[src/rtl/tbm_pkg.sv]
`timescale 1ns/1ps
package tbm_pkg;

    typedef enum logic {
        PH_LOW  = 1'b0,
        PH_HIGH = 1'b1
    } half_e;

    function automatic int sel_width(input int banks);
        return (banks > 1) ? $clog2(banks) : 1;
    endfunction

endpackage

[src/rtl/tbm_bank_select.sv]
`timescale 1ns/1ps
module tbm_bank_select #(
    parameter int NUM_BANKS = 4,
    parameter int BANK_W    = 8,
    parameter int SEL_W     = 2
) (
    input  logic [NUM_BANKS*BANK_W-1:0] bank_data,
    input  logic [SEL_W-1:0]            bank_sel,
    output logic [BANK_W-1:0]           word
);

    logic [BANK_W-1:0] banks [NUM_BANKS];

    for (genvar g = 0; g < NUM_BANKS; g++) begin : g_split
        assign banks[g] = bank_data[g*BANK_W +: BANK_W];
    end

    if (NUM_BANKS == 1) begin : g_single
        assign word = banks[0];
    end else begin : g_multi
        assign word = banks[bank_sel];
    end

endmodule

[src/rtl/tbm_phase_ctrl.sv]
`timescale 1ns/1ps
module tbm_phase_ctrl
    import tbm_pkg::*;
#(
    parameter bit TDM2X = 1'b0
) (
    input  logic  clk,
    input  logic  rst_n,
    output half_e phase,
    output logic  word_start
);

    half_e phase_d, phase_q;

    always_comb begin
        if (TDM2X) begin
            phase_d = (phase_q == PH_LOW) ? PH_HIGH : PH_LOW;
        end else begin
            phase_d = PH_LOW;
        end
    end

    always_ff @(posedge clk) begin
        if (!rst_n) begin
            phase_q <= PH_LOW;
        end else begin
            phase_q <= phase_d;
        end
    end

    assign phase      = phase_q;
    assign word_start = (phase_q == PH_LOW);

endmodule

[src/rtl/tbm_pin_drive.sv]
`timescale 1ns/1ps
module tbm_pin_drive #(
    parameter int PIN_W     = 8,
    parameter int BANK_W    = 8,
    parameter bit ALWAYS_ON = 1'b0
) (
    input  logic              clk,
    input  logic              rst_n,
    input  logic              word_start,
    input  logic              en_now,
    input  logic [BANK_W-1:0] word,
    output logic [PIN_W-1:0]  pins,
    output logic              oe,
    output logic              tclk
);

    typedef struct packed {
        logic [PIN_W-1:0] pins;
        logic [PIN_W-1:0] upper;
        logic             act;
        logic             tclk;
    } drv_s;

    drv_s s_d, s_q;

    logic [PIN_W-1:0] lo_half, hi_half;

    assign lo_half = word[PIN_W-1:0];
    assign hi_half = word[BANK_W-1 -: PIN_W];

    always_comb begin
        s_d = s_q;
        if (word_start) begin
            s_d.act   = en_now;
            s_d.upper = hi_half;
            s_d.pins  = en_now ? lo_half : '0;
        end else begin
            s_d.pins  = s_q.act ? s_q.upper : '0;
        end
        s_d.tclk = s_d.act ? ~s_q.tclk : 1'b0;
    end

    always_ff @(posedge clk) begin
        if (!rst_n) begin
            s_q <= '{pins: '0, upper: '0, act: ALWAYS_ON, tclk: 1'b0};
        end else begin
            s_q <= s_d;
        end
    end

    assign pins = s_q.pins;
    assign oe   = s_q.act;
    assign tclk = s_q.tclk;

endmodule

[src/rtl/trace_bank_mux.sv]
`timescale 1ns/1ps
module trace_bank_mux
    import tbm_pkg::*;
#(
    parameter int PIN_W     = 8,
    parameter int NUM_BANKS = 4,
    parameter bit TDM2X     = 1'b0,
    parameter bit SYNC_MODE = 1'b1,
    parameter bit ALWAYS_ON = 1'b0,
    localparam int RATE     = TDM2X ? 2 : 1,
    localparam int BANK_W   = PIN_W * RATE,
    localparam int SEL_W    = sel_width(NUM_BANKS)
) (
    input  logic                        clk,
    input  logic                        rst_n,
    input  logic                        trace_en,
    input  logic [SEL_W-1:0]            bank_sel,
    input  logic [NUM_BANKS*BANK_W-1:0] bank_data,
    output logic [PIN_W-1:0]            trace_pins,
    output logic                        trace_oe,
    output logic                        trace_clk
);

    // Build-time legality of the parameter set
    if (PIN_W < 4 || PIN_W > 64) begin : g_bad_pin_count
        $error("trace_bank_mux: pin count must lie in 4..64");
    end
    if (NUM_BANKS < 1 || NUM_BANKS > 64 || (NUM_BANKS & (NUM_BANKS - 1)) != 0) begin : g_bad_bank_count
        $error("trace_bank_mux: bank count must be a power of two from 1 to 64");
    end
    if (TDM2X && !SYNC_MODE) begin : g_bad_rate
        $error("trace_bank_mux: double rate needs synchronous sampling");
    end
    if (ALWAYS_ON && SYNC_MODE) begin : g_bad_always_on
        $error("trace_bank_mux: always-on needs asynchronous sampling");
    end

    half_e             phase_w;
    logic              word_start_w;
    logic              en_now_w;
    logic [BANK_W-1:0] word_w;

    assign en_now_w = ALWAYS_ON | trace_en;

    tbm_phase_ctrl #(
        .TDM2X (TDM2X)
    ) u_phase (
        .clk        (clk),
        .rst_n      (rst_n),
        .phase      (phase_w),
        .word_start (word_start_w)
    );

    tbm_bank_select #(
        .NUM_BANKS (NUM_BANKS),
        .BANK_W    (BANK_W),
        .SEL_W     (SEL_W)
    ) u_select (
        .bank_data (bank_data),
        .bank_sel  (bank_sel),
        .word      (word_w)
    );

    tbm_pin_drive #(
        .PIN_W     (PIN_W),
        .BANK_W    (BANK_W),
        .ALWAYS_ON (ALWAYS_ON)
    ) u_drive (
        .clk        (clk),
        .rst_n      (rst_n),
        .word_start (word_start_w),
        .en_now     (en_now_w),
        .word       (word_w),
        .pins       (trace_pins),
        .oe         (trace_oe),
        .tclk       (trace_clk)
    );

endmodule

[config.mk]
export PLATFORM = sky130hd
export DESIGN_NAME = trace_bank_mux
export DESIGN_NICKNAME = d
export VERILOG_FILES = /design/src/rtl/tbm_pkg.sv /design/src/rtl/tbm_bank_select.sv /design/src/rtl/tbm_phase_ctrl.sv /design/src/rtl/tbm_pin_drive.sv /design/src/rtl/trace_bank_mux.sv
export SDC_FILE = /design/constraint.sdc
export NUM_CORES = 1
export LEC_CHECK = 0
export ABC_AREA = 1
export BUFFER_PORTS_ARGS = -buffer_cell sky130_fd_sc_hd__buf_2
export CAP_MARGIN = 20
export CELL_PAD_IN_SITES_DETAIL_PLACEMENT = 0
export CELL_PAD_IN_SITES_GLOBAL_PLACEMENT = 1
export CORE_MARGIN = 8
export CORE_UTILIZATION = 23
export CTS_CLUSTER_DIAMETER = 60
export DETAILED_ROUTE_END_ITERATION = 6
export PLACE_DENSITY = 0.72
export SYNTH_ARGS = -nofsm -noshare
export SYNTH_HDL_FRONTEND = slang
export SYNTH_SLANG_ARGS = --single-unit
[constraint.sdc]
create_clock -name clk -period 1.1 [get_ports clk]
set_clock_uncertainty 0.15 [all_clocks]
set_input_delay 0.22 -clock clk [delete_from_list [all_inputs] [get_ports clk]]
set_output_delay 0.22 -clock clk [all_outputs]
set_load 0.1 [all_outputs]
== Yosys cells after proc, flatten, opt, wreduce, memory -nomap -nowiden ==
Index checks and enable logic that the tools add are counted.

* Flip-flop bits (word level): 10
* Bits in latches: 0
* Bits in writable memories: 0
* Bits in read-only memories: 0
* Bits of input ports: 37
* Output and inout bits: 10
* Word-level logic and storage cells: 10
* Memories kept: 0

* Add/subtract/negate cells: 0
* Multipliers: 0
* Div/mod/pow operators: 0
* $lt $le $gt $ge: 1
* Eq/ne operators: 0
* Shift-type cells: 0
* Mux-type cells: 3
* Bitwise gates (word level): 2
* Reductions and logical operators: 1

{| class="wikitable"
|+ Operators with widths
! kind !! count
|-
| binary-select mux 8 bit (select 2 bit) || 1
|-
| two-way mux 8 bit || 2
|-
| >= comparator 3 bit, second input constant || 1
|-
| inverter 2 -> 3 bit || 1
|-
| AND reduction 2 bit || 1
|-
| inverter 1 bit || 1
|}

== Logic depth before layout (Yosys ltp) ==
Gate-level depths: netlist (run 1).

* Depth after elaboration: 4
* Depth in mapped cells: 6
* Gate-level depth less buffers: 4

== By module ==
From an unflattened synthesis (run 1), not the netlist that was laid out.

* Cells, all modules: 185
* Area, all modules: 1,229.9 µm²

{| class="wikitable"
|+ By module, submodules not included
! module !! times used !! cells each !! area an instance (µm²) !! sequential area each (µm²)
|-
| tbm_pin_drive || 1 || 87 || 812.0 || 360.3
|-
| tbm_bank_select || 1 || 94 || 395.4 || 0.0
|-
| tbm_phase_ctrl || 1 || 4 || 22.5 || 0.0
|}

== Worst setup path after synthesis (run 1) ==
Ideal clock, no wire load.

* Path kind: register -> register
* Start point: reg u_drive.s_q, in the netlist u_drive.tclk
* End point: reg u_drive.s_q, in the netlist u_drive.tclk
* Setup time: 156 ps
* Arrival: 1,018 ps
* Required time: 794 ps
* Setup slack: -224 ps
* Cell stages (with the launch flop): 2
* Path buffers: 0
* Period minus slack after synthesis: 1,324 ps
* Cells stage by stage: dfxtp_1 -> nor2_1

* Word-level cells in the longest chain between the ends: 1

{| class="wikitable"
|+ Ends and longest elaborated chain
! element !! RTL line !! text
|-
| from (decl) || tbm_pin_drive.sv:24 || <nowiki>drv_s s_d, s_q;</nowiki>
|-
| from (signal assigned) || tbm_pin_drive.sv:45 || <nowiki>s_q <= '{pins: '0, upper: '0, act: ALWAYS_ON, tclk: 1'b0};</nowiki>
|-
| inverter 1 bit || tbm_pin_drive.sv:40 || <nowiki>s_d.tclk = s_d.act ? ~s_q.tclk : 1'b0;</nowiki>
|}

No other way between the ends.
A chain may end at the register's enable or synchronous reset.

== Final worst setup path (run 1) ==
* Start point: reg u_drive.s_q, in the netlist u_drive.tclk
* End point: out trace_clk

{| class="wikitable"
|+ RTL lines
! element !! RTL line !! text
|-
| to (decl) || trace_bank_mux.sv:21 || <nowiki>output logic trace_clk</nowiki>
|}

No word-level cell between the ends.

==> out/qor.tcl, run 1 <==
set qor(crit_path_start) {u_drive.tclk}
set qor(grt_pass1_vias) 792
set qor(grt_util_all_layers_pct) 9.05
set qor(antenna-diode-count) 0
set qor(final_hold_vios) 0
set qor(timing.critical_path.cells) {buf_12}
set qor(setup.reg_to_reg.worst_slack_ns) 0.43
set qor(critical_path.max_stage_delay_ns) 0.35
set qor(syn_inst) 107
set qor(drtIter0Drc) 7
set qor(dr_total_vias) 761
set qor(drt-pass1-iter-count) 4
set qor(critical_path.slowest_cell) {sky130_fd_sc_hd__dfxtp_2}
set qor(multi_input_area_sq_um) 253
set qor(run_status) {finished with violations}
set qor(final.setup.tns_ns) -0.522
set qor(cts.hold.buffers_added) 0
set qor(die_extent_in_y_microns) 68.0
set qor(post_cts_buffers) 0
set qor(fill_count) 283
set qor(via_per_inst) 4.07
set qor(asyncSetResetFlopFracSynth_pct) 0
set qor(numCtsBuffers) 3
set qor(synthDominantCellAreaShare_pct) 32.2
set qor(core_area_sq_um) 2660
set qor(power.static_leakage_nw) 0.666
set qor(max-vdd-ir-drop_mv) 0.556
set qor(dieWidth_microns) 68.0
set qor(grt_start_max_net_pins) 17
set qor(synth_seq_area_share_pct) 32.2
set qor(yosysTopAreaCell) {sky130_fd_sc_hd__dfxtp_1}
set qor(finish.instance_area_sq_um) 1100
set qor(cp_num_cells) 1
set qor(syn-mean-instance-area_sq_um) 5.81
set qor(synth_enable_flop_cells) 0
set qor(fraction_of_layout_cells_with_a_size_suffix_above_1_pct) 42.3
set qor(clock-sinks) 10
set qor(dieArea_sq_um) 4620
set qor(detailedPlacementHpwl_microns) 1750
set qor(fmaxAchievable_mhz) 858
set qor(timing.final.max_slew_violations) 0
set qor(grt_overflow) 0
set qor(cp_num_buf_inv) 1
set qor(crit-reg2reg-launch) {u_drive.tclk}
set qor(final-instance-count-excl-fill) 187
set qor(fin_nets) 194
set qor(count_of_distinct_cell_types_in_the_synthesized_netlist) 11
set qor(start_util_pct) 23.4
set qor(worst_setup_hold_path_clk_slew_ns) 0.07
set qor(ys_top_cells_by_area) {sky130_fd_sc_hd__dfxtp_1 32%, sky130_fd_sc_hd__inv_1 21%, sky130_fd_sc_hd__nand2_1 19%, sky130_fd_sc_hd__nand3_1 13%, sky130_fd_sc_hd__a21oi_1 6.4%}
set qor(clk_root_buffer_cell) {sky130_fd_sc_hd__clkbuf_4}
set qor(areaGrowthSynthToFinish_pct) 77.3
set qor(postPlaceCellArea_sq_um) 1070
set qor(clock_insertion_delay_worst_skew_ns) 0.27
set qor(violations) {setup timing}
set qor(clock_tree.htree_level_count) 1
set qor(first_pass_grt_wire_length_microns) 3240
set qor(tightest_slew_ns) 0.358
set qor(ys_warn_count) 0
set qor(synth_most_common_cell) {sky130_fd_sc_hd__inv_1}
set qor(routedWlPerCell_microns) 11.0
set qor(route.final.wire_length_microns) 2060
set qor(num_io_pins) 47
set qor(finalWorstPathRequiredPeriod_ns) 1.17
set qor(synth_cell_count_leaders) {34 x sky130_fd_sc_hd__inv_1, 31 x sky130_fd_sc_hd__nand2_1, 16 x sky130_fd_sc_hd__nand3_1, 10 x sky130_fd_sc_hd__dfxtp_1, 8 x sky130_fd_sc_hd__a21oi_1}
set qor(clockBufferDepth) 2
set qor(powerDensity_nw_per_um2) 1040
set qor(postLayoutSetupSlackWorst_ns) -0.0659
set qor(worst-endpoint-required_ns) 0.73
set qor(utilization_pct) 41.4
set qor(reg2reg_depth) 1
set qor(placed_cells_incl_taps) 183
set qor(grt_setup_unrepaired) {yes}
set qor(fin_hold_ws_ns) 0.121
set qor(slew-limit-headroom_pct) 76.1
set qor(place.port_buffers) 46
set qor(clock_tree_from_tritoncts) {yes}
set qor(synth.net_count) 144
set qor(drc_violations) 0
set qor(cp-end-kind) {output pin}
set qor(final_antenna_violating_net_count) 0
set qor(regArea_sq_um) 213
set qor(cts_repair_resize_count) 0
set qor(gpl.final_weighted_congestion) 0.773
set qor(final.period_utilization_pct) 106
set qor(critPathTopFamily) {flip-flops}
set qor(synthesis.area_sq_um) 622
set qor(antenna_violations_before_repair) 0
set qor(synth_top_flop_cell) {sky130_fd_sc_hd__dfxtp_1}
set qor(timing_worst_setup_path_type) {register to output pin}
set qor(finalSetupViolCount) 10
set qor(worst_r2r_endpoint) {u_drive.tclk}
set qor(worst-path-max-fanout) 2
set qor(number_of_standard_cell_rows_in_the_floorplan) 19
set qor(worstHoldPathType) {primary input to register}
set qor(startpoint_type) {register}
set qor(cp.arrival_ns) 0.80
set qor(postSynthRegisterBits) 10
set qor(crit_end) {trace_clk}
set qor(timing.max_cap.violations) 0
-- sequential cells by signal, summed over array words and instances, names as in the netlist --
name          count
u_drive.oe        1
u_drive.pins      8
u_drive.tclk      1
-- worst min-delay path by stage --
stage / from / endpoint / depth (start not counted)
after floorplan: bank_data[19] / u_drive.pins[3] / 4
after global placement: u_drive.tclk / u_drive.tclk / 1
after detailed placement: u_drive.tclk / u_drive.tclk / 1
after CTS: bank_data[19] / u_drive.pins[3] / 5
after global routing: bank_data[2] / u_drive.pins[2] / 5
final: bank_data[19] / u_drive.pins[3] / 5
-- layer usage --
metal,global-route usage [%],vias to the layer above,part of all wire [%]
li1,-,405,-
met1,8.27,333,38
met2,17.9,23,53
met3,3.60,0,8.9
met4,2.30,0,0
met5,0,-,0
-- per-stage QoR --
stage	worst slack (ns)	total power, mW
2_1_floorplan	0.0886	0.647
3_3_place_gp	0.0620	0.824
3_5_place_dp	0.0613	0.827
4_1_cts	-0.0830	1.17
5_1_grt	-0.0961	1.21
6_report	-0.0659	1.15
-- report_power, final --
part	switching (mW)	internal [mW]	total, mW
combinational	0.243	0.171	0.414
sequential	0.0162	0.385	0.401
clock	0.131	0.201	0.332
-- layout make-up --
cell class | count | share of cell area, %
tap | 31 | 3.52
timing repair buffer | 49 | 38.8
inverter | 35 | 12.1
multi-input combinational | 58 | 22.9
clock buffer | 4 | 3.29
sequential | 10 | 19.3
-- cells in the final DEF (no fill, tap or decap), types with 2 or more instances in the layout --
cell type	netlist	routed
sky130_fd_sc_hd__nand3_1	16	16
sky130_fd_sc_hd__clkbuf_4	0	3
sky130_fd_sc_hd__inv_1	34	34
sky130_fd_sc_hd__buf_12	0	12
sky130_fd_sc_hd__nand2_2	2	2
sky130_fd_sc_hd__buf_2	1	36
sky130_fd_sc_hd__a21oi_1	8	8
sky130_fd_sc_hd__nand2_1	31	31
sky130_fd_sc_hd__dfxtp_2	0	10
-- kinds of logic (layout without fill, tap and decap cells) --
logic type / count (synthesis) / after routing / synth area share [%]
simple gates: 50 / 50 / 34.2
buf+inv: 39 / 88 / 27.2
flops: 10 / 10 / 32.2
compound gates: 8 / 8 / 6.44
Note: power is estimated with default switching activity, not from simulation.
==> run 2: changes to the inputs <==
ABC_AREA = not set   (was 1)
CORE_UTILIZATION = 24   (was 23)
PLACE_DENSITY = 0.76   (was 0.72)
clock period = 1.35 ns   (was 1.1 ns; I/O delays follow)
==> run 2 against run 1 <==
The run now ends clean. Final cell count fell by 37%. Total power shrank 21%. Count of clock-buffer cells in the layout is the same. Largest cell class unchanged. Highest routed layer is now met4. Critical path type unchanged.
==> out/qor.tcl, run 2 <==
set qor(post_synth_xor_area_fraction_pct) 0 ;# unchanged
set qor(synth_cell_count_leaders) {16 x sky130_fd_sc_hd__mux2i_1, 10 x sky130_fd_sc_hd__dfxtp_1, 8 x sky130_fd_sc_hd__o22ai_1}
set qor(grt_start_max_net_pins) 17 ;# unchanged
set qor(grt_pass1_vias) 579 ;# -27%
set qor(synth_top_flop_cell) {sky130_fd_sc_hd__dfxtp_1}
set qor(dieWidth_microns) 60.1 ;# -12%
set qor(max-vdd-ir-drop_mv) 0.565 ;# +1.7%
set qor(startpoint_type) {register}
set qor(largest_reg_flops) 8 ;# unchanged
set qor(layout_common_cells) {36 x sky130_fd_sc_hd__buf_2, 16 x sky130_fd_sc_hd__mux2i_1, 11 x sky130_fd_sc_hd__buf_12}
set qor(grt_util_all_layers_pct) 8.90 ;# -0.15 points
set qor(critical_path.slowest_cell) {sky130_fd_sc_hd__dfxtp_1}
set qor(finish.instance_area_sq_um) 913 ;# -17%
set qor(powerDensity_nw_per_um2) 992 ;# -4.7%
set qor(worstHoldPathType) {primary input to register}
set qor(drt-pass1-iter-count) 4 ;# unchanged
set qor(cp.arrival_ns) 0.84 ;# +0.04 ns
set qor(numCtsBuffers) 3 ;# unchanged
set qor(final_antenna_violating_net_count) 0 ;# unchanged
set qor(p_int_uw) 612 ;# -19%
set qor(postLayoutSetupSlackWorst_ns) 0.0946 ;# +0.161 ns
set qor(ys_warn_count) 0 ;# unchanged
set qor(tightest_slew_ns) 0.327 ;# -0.0308 ns
set qor(placed_cells_incl_taps) 113 ;# -38%
set qor(syn_inst) 40 ;# -63%
set qor(slew-limit-headroom_pct) 78.1 ;# +2.0 points
set qor(pre_cts_ws_ns) 0.189 ;# +0.128 ns
set qor(yosysTopAreaCell) {sky130_fd_sc_hd__dfxtp_1}
set qor(clk_root_buffer_cell) {sky130_fd_sc_hd__clkbuf_4}
set qor(area_fraction_in_compound_gates_after_synthesis_pct) 10.7 ;# +4.3 points
set qor(finalSetupViolCount) 0 ;# -10
set qor(synth_enable_flop_cells) 0 ;# unchanged
set qor(die_extent_in_y_microns) 60.1 ;# -12%
set qor(synth_seq_area_share_pct) 42.9 ;# +11 points
set qor(num_io_pins) 47 ;# unchanged
set qor(combinationalPowerShare_pct) 34.5 ;# -1.5 points
set qor(grt_setup_unrepaired) {no}
set qor(final.period_utilization_pct) 93.0
set qor(first_pass_grt_wire_length_microns) 2360 ;# -27%
set qor(final-instance-count-excl-fill) 117 ;# -37%
set qor(route.final.wire_length_microns) 1590 ;# -23%
set qor(worst_setup_hold_path_clk_slew_ns) 0.07 ;# about the same
set qor(sequentialPowerShare_pct) 35.9 ;# +0.9 points
set qor(final.setup.tns_ns) 0 ;# +0.522 ns
set qor(clock_insertion_delay_worst_skew_ns) 0.26 ;# about the same
set qor(switching_share_pct) 32.4 ;# -1.6 points
set qor(final_hold_vios) 0 ;# unchanged
set qor(cp_num_buf_inv) 1 ;# unchanged
set qor(cts.hold.buffers_added) 0 ;# unchanged
set qor(fmaxAchievable_mhz) 797
set qor(synthesis.area_sq_um) 467 ;# -25%
set qor(worst-endpoint-required_ns) 0.93 ;# +0.20 ns
set qor(synth_adder_area_share_pct) 0 ;# unchanged
set qor(utilization_pct) 48.0 ;# +6.6 points
set qor(worst-path-max-fanout) 2 ;# unchanged
set qor(multi_input_area_sq_um) 235 ;# -6.9%
set qor(clock_tree.htree_level_count) 1 ;# unchanged
set qor(commonest_non_fill_non_tap_cell_in_the_layout) {sky130_fd_sc_hd__buf_2}
set qor(synth.net_count) 77 ;# -47%
set qor(timing_worst_setup_path_type) {register to output pin}
set qor(run_status) {complete, no violations}
set qor(syn-mean-instance-area_sq_um) 11.7 ;# +100%
set qor(routedWlPerCell_microns) 13.6 ;# +24%
set qor(synth.mux.area_fraction_pct) 34.3 ;# +34 points
set qor(start_util_pct) 24.5 ;# +1.2 points
set qor(synth-simple-area-share_pct) 5.36 ;# -29 points
set qor(number_of_standard_cell_rows_in_the_floorplan) 16 ;# -3
set qor(clockBufferDepth) 2 ;# unchanged
set qor(drtIter0Drc) 6 ;# -1
set qor(cts_repair_resize_count) 0 ;# unchanged
set qor(timing.final.max_slew_violations) 0 ;# unchanged
set qor(critical_path.max_stage_delay_ns) 0.38 ;# +0.03 ns
set qor(via_per_inst) 4.51 ;# +11%
set qor(timing.max_cap.violations) 0 ;# unchanged
set qor(dieArea_sq_um) 3610 ;# -22%
set qor(drc_violations) 0 ;# unchanged
set qor(antenna_violations_before_repair) 0 ;# unchanged
set qor(fill_count) 187 ;# -34%
set qor(synth_most_common_cell) {sky130_fd_sc_hd__mux2i_1}
set qor(switchingPower_uw) 294 ;# -25%
set qor(areaGrowthSynthToFinish_pct) 95.7
set qor(count_of_distinct_cell_types_in_the_synthesized_netlist) 9 ;# -2
set qor(grt_overflow) 0 ;# unchanged
set qor(cp-end-kind) {output pin}
set qor(clock_tree_from_tritoncts) {yes}
set qor(synthDominantCellAreaShare_pct) 42.9 ;# +11 points
set qor(main_combinational_cell_family_by_area_after_synthesis) {multiplexers}
set qor(power.static_leakage_nw) 0.457 ;# -31%
set qor(antenna-diode-count) 0 ;# unchanged
set qor(postSynthRegisterBits) 10 ;# unchanged
set qor(ys_top_cells_by_area) {sky130_fd_sc_hd__dfxtp_1 43%, sky130_fd_sc_hd__mux2i_1 34%, sky130_fd_sc_hd__o22ai_1 11%, sky130_fd_sc_hd__buf_12 4.3%, sky130_fd_sc_hd__buf_6 2.4%}
set qor(core_area_sq_um) 1900 ;# -29%
set qor(asyncSetResetFlopFracSynth_pct) 0 ;# unchanged
set qor(timing.critical_path.cells) {buf_12}
set qor(regArea_sq_um) 200 ;# -5.9%
set qor(finalWorstPathRequiredPeriod_ns) 1.26
set qor(gpl.final_weighted_congestion) 0.614 ;# -20%
set qor(dr_total_vias) 528 ;# -31%
set qor(clock-sinks) 10 ;# unchanged
set qor(fraction_of_layout_cells_with_a_size_suffix_above_1_pct) 57.8 ;# +15 points
set qor(place.port_buffers) 46 ;# unchanged
set qor(total_power_uw) 906 ;# -21%
set qor(share_clk_of_total_power_pct) 29.6 ;# +0.6 points
set qor(post_cts_buffers) 0 ;# unchanged
set qor(critPathTopFamily) {flip-flops}
set qor(fin_hold_ws_ns) 0.101 ;# -0.0204 ns
set qor(postPlaceCellArea_sq_um) 877 ;# -18%
set qor(fin_nets) 128 ;# -34%
run 2: cell types whose count changed after synthesis, moves of 2 or more:
cell	delta
sky130_fd_sc_hd__a21oi_1	-8
sky130_fd_sc_hd__inv_1	-34
sky130_fd_sc_hd__mux2i_1	+16
sky130_fd_sc_hd__nand2_1	-31
sky130_fd_sc_hd__nand2_2	-2
sky130_fd_sc_hd__nand3_1	-15
sky130_fd_sc_hd__o22ai_1	+8
run 2: area by class of cell:
type / instances / area share, %
flip-flops and latches: 10 / 21.9
well taps: 27 / 3.70
clock buffers: 4 / 3.97
repair buffers: 48 / 44.7
multi-input cells: 28 / 25.8
run 2: cell families after synthesis:
group	after synthesis
AOI/OAI and AO/OA	8
buffers and inverters	2
DFF	10
muxes	16
and+or+nand+nor	4
run 2: routing by layer:
metal	up-vias	GRT usage [%]	wire, microns
met3	5	5.16	156
li1	255	-	-
met4	0	5.10	25
met2	27	16.8	887
met1	241	6.78	525
met5	-	0	0
run 2: final timing paths:
check / slack (ns) / end / start / cells after the start
hold reg to reg: 0.32 / u_drive.tclk / u_drive.tclk / 1
setup / recovery: 0.09 / trace_clk / u_drive.tclk / 1
setup reg to reg: 0.66 / u_drive.tclk / u_drive.tclk / 1
hold / removal: 0.10 / u_drive.oe / trace_en / 2
run 2: power groups by stage:
stage | sequential [mW] | combinational [mW] | clock [mW]
2_1_floorplan | 0.445 | 0.0639 | 0
3_3_place_gp | 0.333 | 0.312 | 0
3_5_place_dp | 0.333 | 0.316 | 0
4_1_cts | 0.326 | 0.316 | 0.273
5_1_grt | 0.327 | 0.327 | 0.290
6_report | 0.326 | 0.312 | 0.268
==> run 3: changes to the inputs <==
--- a/config.mk
+++ b/config.mk
@@ -11,8 +11,9 @@
 export CELL_PAD_IN_SITES_GLOBAL_PLACEMENT = 1
 export CORE_MARGIN = 8
-export CORE_UTILIZATION = 24
+export CORE_UTILIZATION = 26
+export CTS_BUF_LIST = sky130_fd_sc_hd__clkbuf_2 sky130_fd_sc_hd__clkbuf_4 sky130_fd_sc_hd__clkbuf_8
 export CTS_CLUSTER_DIAMETER = 60
 export DETAILED_ROUTE_END_ITERATION = 6
-export PLACE_DENSITY = 0.76
+export PLACE_DENSITY = 0.82
 export SYNTH_ARGS = -nofsm -noshare
 export SYNTH_HDL_FRONTEND = slang
--- a/constraint.sdc
+++ b/constraint.sdc
@@ -3,3 +3,3 @@
 set_input_delay 0.27 -clock clk [delete_from_list [all_inputs] [get_ports clk]]
 set_output_delay 0.27 -clock clk [all_outputs]
-set_load 0.1 [all_outputs]
+set_load 0.01 [all_outputs]
==> run 3 against run 2 <==
Combinational power is 54% lower. Clock power is 30% lower. Sequential share of layout area is 5.2 points higher. Utilization is 4.7 points lower. Final area is 19% lower. Sequential cell count stayed put. Routed wire length is 12% lower. Final cell count is 3.4% lower. Fmax is 12% higher. First-iteration DRC count is 17% lower. Sequential power is 3% lower. Die area is 5.7% lower. Critical path type unchanged. Critical endpoint unchanged.
==> out/qor.tcl, run 3 (synthesis gave the netlist of run 2 again) <==
set qor(run_status) {complete, no violations}
set qor(finalWorstPathRequiredPeriod_ns) 1.12 ;# -0.136 ns
set qor(dieWidth_microns) 58.4 ;# -2.9%
set qor(route.final.wire_length_microns) 1400 ;# -12%
set qor(antenna_violations_before_repair) 0 ;# unchanged
set qor(grt_setup_unrepaired) {no}
set qor(power.static_leakage_nw) 0.412 ;# -9.9%
set qor(grt_start_max_net_pins) 17 ;# unchanged
set qor(dieArea_sq_um) 3410 ;# -5.7%
set qor(start_util_pct) 27.3 ;# +2.8 points
set qor(cp.arrival_ns) 0.70 ;# -0.14 ns
set qor(worst_setup_hold_path_clk_slew_ns) 0.06 ;# about the same
set qor(cts_repair_resize_count) 0 ;# unchanged
set qor(timing_worst_setup_path_type) {register to output pin}
set qor(setup.reg_to_reg.worst_slack_ns) 0.73 ;# +0.07 ns
set qor(slew-limit-headroom_pct) 76.7 ;# -1.4 points
set qor(max-vdd-ir-drop_mv) 0.512 ;# -9.5%
set qor(timing.critical_path.cells) {buf_2}
set qor(fmaxAchievable_mhz) 894 ;# +12%
set qor(worst-endpoint-required_ns) 0.93 ;# about the same
set qor(critical_path.max_stage_delay_ns) 0.32 ;# -0.06 ns
set qor(clock_insertion_delay_worst_skew_ns) 0.25 ;# about the same
set qor(grt_pass1_vias) 516 ;# -11%
set qor(timing.max_cap.violations) 0 ;# unchanged
set qor(final.period_utilization_pct) 82.9 ;# -10 points
set qor(switching_share_pct) 22.9 ;# -9.5 points
set qor(routedWlPerCell_microns) 12.4 ;# -9.2%
set qor(first_pass_grt_wire_length_microns) 2050 ;# -13%
set qor(die_extent_in_y_microns) 58.4 ;# -2.9%
set qor(worst-path-max-fanout) 2 ;# unchanged
set qor(critical_path.slowest_cell) {sky130_fd_sc_hd__dfxtp_1}
set qor(final_antenna_violating_net_count) 0 ;# unchanged
set qor(gpl.final_weighted_congestion) 0.653 ;# +6.2%
set qor(worstHoldPathType) {primary input to register}
set qor(total_power_uw) 646 ;# -29%
set qor(dr_total_vias) 483 ;# -8.5%
set qor(crit_path_start) {u_drive.tclk}
set qor(cp-end-kind) {output pin}
set qor(num_io_pins) 47 ;# unchanged
set qor(clock-sinks) 10 ;# unchanged
set qor(p_int_uw) 498 ;# -19%
set qor(clockBufferDepth) 2 ;# unchanged
set qor(commonest_non_fill_non_tap_cell_in_the_layout) {sky130_fd_sc_hd__buf_2}
set qor(finalSetupViolCount) 0 ;# unchanged
set qor(numCtsBuffers) 3 ;# unchanged
set qor(grt_overflow) 0 ;# unchanged
set qor(reg2reg_depth) 1 ;# unchanged
set qor(clk_root_buffer_cell) {sky130_fd_sc_hd__clkbuf_4}
set qor(crit-reg2reg-launch) {u_drive.tclk}
set qor(cp_num_buf_inv) 1 ;# unchanged
set qor(drtIter0Drc) 5 ;# -1
set qor(via_per_inst) 4.27 ;# -5.3%
set qor(final.setup.tns_ns) 0 ;# unchanged
set qor(share_clk_of_total_power_pct) 29.0 ;# -0.6 points
set qor(switchingPower_uw) 148 ;# -50%
set qor(cp_num_cells) 1 ;# unchanged
set qor(startpoint_type) {register}
set qor(number_of_standard_cell_rows_in_the_floorplan) 15 ;# -1
set qor(pre_cts_ws_ns) 0.168 ;# -0.0210 ns
set qor(clock_tree_from_tritoncts) {yes}
set qor(largest_reg_flops) 8 ;# unchanged
set qor(sequentialPowerShare_pct) 48.8 ;# +13 points
set qor(powerDensity_nw_per_um2) 873 ;# -12%
set qor(crit_end) {trace_clk}
set qor(layout_common_cells) {46 x sky130_fd_sc_hd__buf_2, 16 x sky130_fd_sc_hd__mux2i_1, 10 x sky130_fd_sc_hd__dfxtp_1}
set qor(final_hold_vios) 0 ;# unchanged
set qor(antenna-diode-count) 0 ;# unchanged
set qor(critPathTopFamily) {flip-flops}
set qor(cts.hold.buffers_added) 0 ;# unchanged
set qor(areaGrowthSynthToFinish_pct) 58.4
set qor(post_cts_buffers) 0 ;# unchanged
set qor(postLayoutSetupSlackWorst_ns) 0.231 ;# +0.136 ns
set qor(clock_tree.htree_level_count) 1 ;# unchanged
set qor(tightest_slew_ns) 0.348 ;# +0.0205 ns
set qor(core_area_sq_um) 1710 ;# -10%
set qor(worst_r2r_endpoint) {u_drive.tclk}
set qor(fraction_of_layout_cells_with_a_size_suffix_above_1_pct) 56.8 ;# -0.96 points
set qor(fin_nets) 127 ;# -0.78%
set qor(drc_violations) 0 ;# unchanged
set qor(drt-pass1-iter-count) 3 ;# -1
set qor(place.port_buffers) 46 ;# unchanged
set qor(timing.final.max_slew_violations) 0 ;# unchanged
set qor(combinationalPowerShare_pct) 22.2 ;# -12 points
set qor(grt_util_all_layers_pct) 7.74 ;# -1.2 points
==> run 3: area by class of cell <==
cell class                 instances  area [sq um]
fill                             187           968
sequential                        10           200
timing repair buffer              47           250
tap                               25          31.3
clock buffer                       3          22.5
multi-input combinational         28           235
==> run 3: power by group through the flow <==
| stage | clock network (mW) | logic [mW] | registers (mW) |
|---|---|---|---|
| 3_5_place_dp | 0 | 0.146 | 0.322 |
| 4_1_cts | 0.199 | 0.146 | 0.315 |
| 2_1_floorplan | 0 | 0.0639 | 0.332 |
| 5_1_grt | 0.208 | 0.157 | 0.317 |
| 6_report | 0.187 | 0.143 | 0.315 |
| 3_3_place_gp | 0 | 0.144 | 0.321 |
==> run 3: worst min-delay path by stage <==
stage,cells after the start,end,from,slack (ns)
2_1_floorplan,1,u_drive.oe,trace_en,0.26
3_3_place_gp,1,u_drive.tclk,u_drive.tclk,0.25
3_5_place_dp,1,u_drive.tclk,u_drive.tclk,0.25
4_1_cts,2,u_drive.oe,trace_en,0.11
5_1_grt,2,u_drive.oe,trace_en,0.13
6_report,2,u_drive.oe,trace_en,0.12
==> run 3: per-stage QoR <==
| stage | hold WS, ns | std cells | instance area (sq um) | utilization [%] |
|---|---|---|---|---|
| after floorplan | 0.256 | 40 | 467 | - |
| after detailed placement | 0.254 | 110 | 717 | 42.0 |
| after CTS | 0.113 | 113 | 739 | 43.3 |
| after global routing | 0.129 | 113 | 739 | 43.3 |
| final | 0.120 | 113 | 739 | 43.3 |
| after global placement | 0.247 | 110 | 717 | 42.0 |
==> run 3: metal layers <==
metal	global-route usage, %	routed length [microns]
met1	6.28	514
met2	15.3	779
met3	3.70	81
met4	3.15	23
met5	0	0
